$ cat config.mk
export PLATFORM = sky130hd
export DESIGN_NAME = fma_nan_fixup
export DESIGN_NICKNAME = d
export VERILOG_FILES = /design/src/rtl/fnf_pkg.sv /design/src/rtl/fnf_classify.sv /design/src/rtl/fnf_select.sv /design/src/rtl/fma_nan_fixup.sv
export SDC_FILE = /design/constraint.sdc
export NUM_CORES = 1
export LEC_CHECK = 0
export BUFFER_PORTS_ARGS = -buffer_cell sky130_fd_sc_hd__buf_2
export CAP_MARGIN = 30
export CELL_PAD_IN_SITES_DETAIL_PLACEMENT = 1
export CELL_PAD_IN_SITES_GLOBAL_PLACEMENT = 1
export CORE_MARGIN = 4
export CORE_UTILIZATION = 25
export DETAILED_ROUTE_END_ITERATION = 7
export PLACE_DENSITY = 0.82
export SYNTH_ARGS = -nofsm -noshare
export SYNTH_HDL_FRONTEND = slang
export SYNTH_SLANG_ARGS = --single-unit
$ cat constraint.sdc
create_clock -name clk -period 2.2 [get_ports clk]
set_input_delay 0.11 -clock clk [delete_from_list [all_inputs] [get_ports clk]]
set_output_delay 0.11 -clock clk [all_outputs]
set_load 0.1 [all_outputs]
$ cat src/rtl/fnf_pkg.sv
// Shared types for the FMA special-case result selector.
// Assumes single precision by default; widths are parameters of the modules.
package fnf_pkg;

    // Per-operand classification after subnormal flushing.
    typedef struct packed {
        logic sign;
        logic exp_max;
        logic is_nan;
        logic is_inf;
        logic is_zero;
    } fnf_cls_t;

    // Which word the selector forwards.
    typedef enum logic [1:0] {
        SEL_RAW  = 2'd0,
        SEL_NAN  = 2'd1,
        SEL_MULZ = 2'd2,
        SEL_INFS = 2'd3
    } fnf_sel_e;

    // Cause codes placed in the low fraction bits of the quiet NaN.
    localparam int CAUSE_NAN_IN  = 0;
    localparam int CAUSE_INF_SUB = 1;
    localparam int CAUSE_INF_MUL = 2;

endpackage

$ cat src/rtl/fnf_classify.sv
// Classifies one floating-point operand.
// Subnormal inputs (zero exponent, non-zero fraction) count as zero of the
// same sign. Assumes IEEE-754 layout: sign MSB, then exponent, then fraction.
module fnf_classify
    import fnf_pkg::*;
#(
    parameter int EXP_W  = 8,
    parameter int FRAC_W = 23
) (
    input  logic [EXP_W+FRAC_W:0] op,
    output fnf_cls_t              cls
);
    localparam int WORD_W = 1 + EXP_W + FRAC_W;

    logic [EXP_W-1:0]  expo;
    logic [FRAC_W-1:0] frac;

    assign expo = op[WORD_W-2 -: EXP_W];
    assign frac = op[FRAC_W-1:0];

    // Derive class bits; a zero exponent means zero whatever the fraction.
    always_comb begin
        cls.sign    = op[WORD_W-1];
        cls.exp_max = &expo;
        cls.is_nan  = (&expo) && (|frac);
        cls.is_inf  = (&expo) && !(|frac);
        cls.is_zero = !(|expo);
    end
endmodule

$ cat src/rtl/fnf_select.sv
// Priority selector: picks the raw word or a cause-coded quiet NaN.
// Overrides are considered only while the datapath reports invalid.
module fnf_select
    import fnf_pkg::*;
#(
    parameter int EXP_W  = 8,
    parameter int FRAC_W = 23
) (
    input  fnf_cls_t              cls_a,
    input  fnf_cls_t              cls_b,
    input  fnf_cls_t              cls_c,
    input  logic                  sub_mode,
    input  logic                  invalid,
    input  logic [EXP_W+FRAC_W:0] raw_res,
    output fnf_sel_e              sel,
    output logic [EXP_W+FRAC_W:0] fixed_res
);
    localparam int WORD_W = 1 + EXP_W + FRAC_W;
    localparam logic [WORD_W-1:0] QNAN_BASE =
        {1'b0, {EXP_W{1'b1}}, 1'b1, {(FRAC_W-1){1'b0}}};

    logic any_nan;
    logic mul_inf_zero;
    logic opp_inf;

    // Evaluate each cause independently of priority.
    always_comb begin
        any_nan      = cls_a.is_nan | cls_b.is_nan | cls_c.is_nan;
        mul_inf_zero = (cls_a.is_inf & cls_b.is_zero) |
                       (cls_a.is_zero & cls_b.is_inf);
        opp_inf      = (cls_a.exp_max | cls_b.exp_max) & cls_c.exp_max &
                       (cls_a.sign ^ cls_b.sign ^ cls_c.sign ^ sub_mode);
    end

    // Apply the fixed priority: NaN input, then inf*0, then opposing infinities.
    always_comb begin
        sel = SEL_RAW;
        if (invalid) begin
            if (any_nan)           sel = SEL_NAN;
            else if (mul_inf_zero) sel = SEL_MULZ;
            else if (opp_inf)      sel = SEL_INFS;
        end
    end

    // Map the selection onto the output word.
    always_comb begin
        unique case (sel)
            SEL_NAN:  fixed_res = QNAN_BASE | WORD_W'(CAUSE_NAN_IN);
            SEL_MULZ: fixed_res = QNAN_BASE | WORD_W'(CAUSE_INF_MUL);
            SEL_INFS: fixed_res = QNAN_BASE | WORD_W'(CAUSE_INF_SUB);
            default:  fixed_res = raw_res;
        endcase
    end
endmodule

$ cat src/rtl/fma_nan_fixup.sv
// FMA special-case result selector (top).
// Classifies the three operands, chooses the final word and registers it
// with its flags; one cycle from in_valid to out_valid.
// Assumes all inputs are stable around the sampling clock edge.
module fma_nan_fixup
    import fnf_pkg::*;
#(
    parameter int EXP_W   = 8,
    parameter int FRAC_W  = 23,
    parameter int EXC_W   = 4,
    parameter int INV_IDX = 0
) (
    input  logic                  clk,
    input  logic                  rst_n,
    input  logic                  in_valid,
    input  logic                  sub_mode,
    input  logic [EXP_W+FRAC_W:0] op_a,
    input  logic [EXP_W+FRAC_W:0] op_b,
    input  logic [EXP_W+FRAC_W:0] op_c,
    input  logic [EXP_W+FRAC_W:0] raw_res,
    input  logic [EXC_W-1:0]      raw_exc,
    output logic                  out_valid,
    output logic [EXP_W+FRAC_W:0] out_res,
    output logic [EXC_W-1:0]      out_exc,
    output logic                  out_any
);
    localparam int WORD_W = 1 + EXP_W + FRAC_W;
    localparam int N_OPS  = 3;
    localparam logic [WORD_W-1:0] QNAN_BASE =
        {1'b0, {EXP_W{1'b1}}, 1'b1, {(FRAC_W-1){1'b0}}};

    logic [WORD_W-1:0] ops [N_OPS];
    fnf_cls_t          cls [N_OPS];
    fnf_sel_e          sel;
    logic [WORD_W-1:0] fixed_res;

    assign ops[0] = op_a;
    assign ops[1] = op_b;
    assign ops[2] = op_c;

    for (genvar gi = 0; gi < N_OPS; gi++) begin : g_cls
        fnf_classify #(.EXP_W(EXP_W), .FRAC_W(FRAC_W)) u_cls (
            .op  (ops[gi]),
            .cls (cls[gi])
        );
    end

    fnf_select #(.EXP_W(EXP_W), .FRAC_W(FRAC_W)) u_sel (
        .cls_a     (cls[0]),
        .cls_b     (cls[1]),
        .cls_c     (cls[2]),
        .sub_mode  (sub_mode),
        .invalid   (raw_exc[INV_IDX]),
        .raw_res   (raw_res),
        .sel       (sel),
        .fixed_res (fixed_res)
    );

    // Output stage: load on in_valid, otherwise hold.
    always_ff @(posedge clk) begin
        if (!rst_n) begin
            out_valid <= 1'b0;
            out_res   <= '0;
            out_exc   <= '0;
            out_any   <= 1'b0;
        end else begin
            out_valid <= in_valid;
            if (in_valid) begin
                out_res <= fixed_res;
                out_exc <= raw_exc;
                out_any <= |raw_exc;
            end
        end
    end


    valid_follow_chk: assert property (@(posedge clk) disable iff (!rst_n)
        in_valid |=> out_valid);


    idle_hold_chk: assert property (@(posedge clk) disable iff (!rst_n)
        !in_valid |=> (!out_valid && $stable(out_res) && $stable(out_exc)));


    passthru_chk: assert property (@(posedge clk) disable iff (!rst_n)
        (in_valid && !raw_exc[INV_IDX]) |=> (out_res == $past(raw_res)));


    nan_code_chk: assert property (@(posedge clk) disable iff (!rst_n)
        (in_valid && raw_exc[INV_IDX] &&
         (cls[0].is_nan || cls[1].is_nan || cls[2].is_nan))
        |=> (out_res == QNAN_BASE));


    summary_clear_chk: assert property (@(posedge clk) disable iff (!rst_n)
        (in_valid && (raw_exc == '0)) |=> !out_any);


    summary_set_chk: assert property (@(posedge clk) disable iff (!rst_n)
        (in_valid && (raw_exc != '0)) |=> out_any);
endmodule

==> qor.yml <==
track_usage_pct: 15.9
cp-startpoint: "op_a[24]"
clock-sinks: 38
maxCapViolations: 0
rsz0062_at_grt: "false"
root_buffer: "clkbuf_8"
yosys_register_bits: 38
finalCritPeriodShare_pct: 82.2
finalSetupTns_ps: 0
syn-cell-area_um2: 1950
via_per_inst: 4.87
grt_antenna_before_repair: 0
max_freq_mhz: 553
post-cts-setup-buffer-count: 0
fin_nets: 535
core_um2: 7410
drtAntennaViolNets: 0
dp.final_hpwl_um: 6380
finalHoldViolations: 0
cp-end-kind: "register"
p_leak_nw: 1.44
die_w_um: 96.4
maxSlewViolCount: 0
start_util_pct: 26.4
drc: 0
fin_ws_ps: 391
yosysSeqAreaShare_pct: 38.9
min_period_ps: 1810
routabilityCongestion: 0.838
first_iter_violations: 20
status: "complete, no violations"
fillers: 936
die-area_um2: 9300
crit_type: "primary input to register"
synth_edf_count: 0
clock_latency_ps: 280
drtPass1Iterations: 4
cp-start-kind: "primary input"
r2r_end: "out_res[23]"
layout_commonest_cell: "buf_2"
irDropWorstVdd_uv: 228
cp_data_arrival_time_ps: 1970
area_growth_pct: 54.3
synthDistinctLibCells: 32
cts.htree.levels: 2
worstMarginPinSlew_ps: 517
cts_hold_buf: 0
setup_violations: 0
fin_skew_ps: 0
r2r-start: "out_res[23]"
gr-total-overflow: 0
port_buffers: 173
drive_gt1_share_pct: 49.3
fp.dieH_um: 96.4
path_clk_slew_ps: 80
dp_worst_setup_slack_ps: 48.0
clockBufferDepth: 2
final_cell_mix: "buf_2, dfxtp_1, nand2_1"
maxSlewHeadroom_pct: 65.8
cts_made_buffers: 5
grt_pass1_wl_um: 11600
wl_per_cell_um: 15.2
min_path_type: "primary input to register"
num_io_pins: 174
seq_area_um2: 761
rrSetupSlack_ps: 1270
path_max_fanout: 30
grt_max_degree: 31
multiInputGateArea_um2: 1070
syn_area_per_cell_um2: 8.53
cts_resized: 0
post-route-util_pct: 40.7
synth_top_flop_cell: "dfxtp_1"
synth_nets: 365
synthCells: 229
power_density_nw_per_um2: 687
cts_tree: "yes"
via_count: 2430
rows: 31
crit_path_end: "out_res[20]"
diodes: 0
rr_worst_depth: 3
grt_pass1_vias: 2641
async_reset_ff_share_pct: 0
yosysWarnings: 0
wirelength_um: 7590
worstPathRequired_ps: 2360
## through the flow
step | std cells | hold WS [ps] | instance area, um^2 | total power [W]
after floorplan | 229 | 243 | 1950 | 0.00129
after global placement | 491 | 358 | 2910 | 0.00150
after detailed placement | 491 | 363 | 2910 | 0.00151
after CTS | 499 | 55.2 | 3020 | 0.00210
after global routing | 499 | 61.3 | 3020 | 0.00218
final | 499 | 58.4 | 3020 | 0.00207
## registers in the layout, summed over array words and instances, names as in the netlist
register,count
out_res,32
out_exc,4
out_any,1
out_valid,1
## metal layers
metal  vias up  wire, um  track usage, %
met5         -         0               0
met4         0       179            6.19
met3        13       485            2.40
met2       109      4190            32.0
met1      1115      2730            16.0
li1       1193         -               -
## kinds of logic after synthesis
family                 share of synthesized area [%]
AO/OA/AOI/OAI                                   28.4
XOR/XNOR                                        1.34
buffers and inverters                           6.15
flip-flops                                      38.9
multiplexers                                    2.05
AND/OR/NAND/NOR                                 23.2
## cells in the mapped netlist (all sizes together), types with 6 or more instances
cell type  instances  share of area, %
nand2             28               5.4
nor2b              6               1.9
nand4              9               2.9
nor4              18               7.4
o21a               9               3.5
a31o               9               4.0
dfxtp             38                39
clkbuf            12               2.3
a21boi             9               3.5
inv               10               1.9
o21ai             28               7.2
a22oi             21               8.1
## worst max-delay path: stages
cell,delay (ps)
buf_2,100
or4_1,530
nor4_1,360
nor3b_2,250
or2_2,140
or3b_4,320
o21ai_0,160
## power by group
| group | switching [W] | internal [W] |
|---|---|---|
| combinational | 0.000535 | 0.000187 |
| sequential | 0.0000282 | 0.000742 |
| clock | 0.000248 | 0.000334 |
## cell type report
cell class | count | area share [%]
Clock buffer | 5 | 2.28
Clock inverter | 3 | 1.33
Inverter | 10 | 1.24
Multi-Input combinational cell | 165 | 35.6
Sequential cell | 38 | 25.2
Tap cell | 99 | 4.11
Timing Repair Buffer | 179 | 30.2
## worst min-delay path by stage
stage                 from           to  slack [ps]  depth (start not counted)
6_report        raw_res[8]   out_res[8]          60                          3
4_1_cts         raw_res[8]   out_res[8]          60                          3
3_3_place_gp    raw_res[9]   out_res[9]         360                          3
2_1_floorplan  raw_res[31]  out_res[31]         240                          2
3_5_place_dp    raw_res[8]   out_res[8]         360                          3
5_1_grt         raw_res[6]   out_res[6]          60                          3
Note: power is estimated with default switching activity, not from simulation.
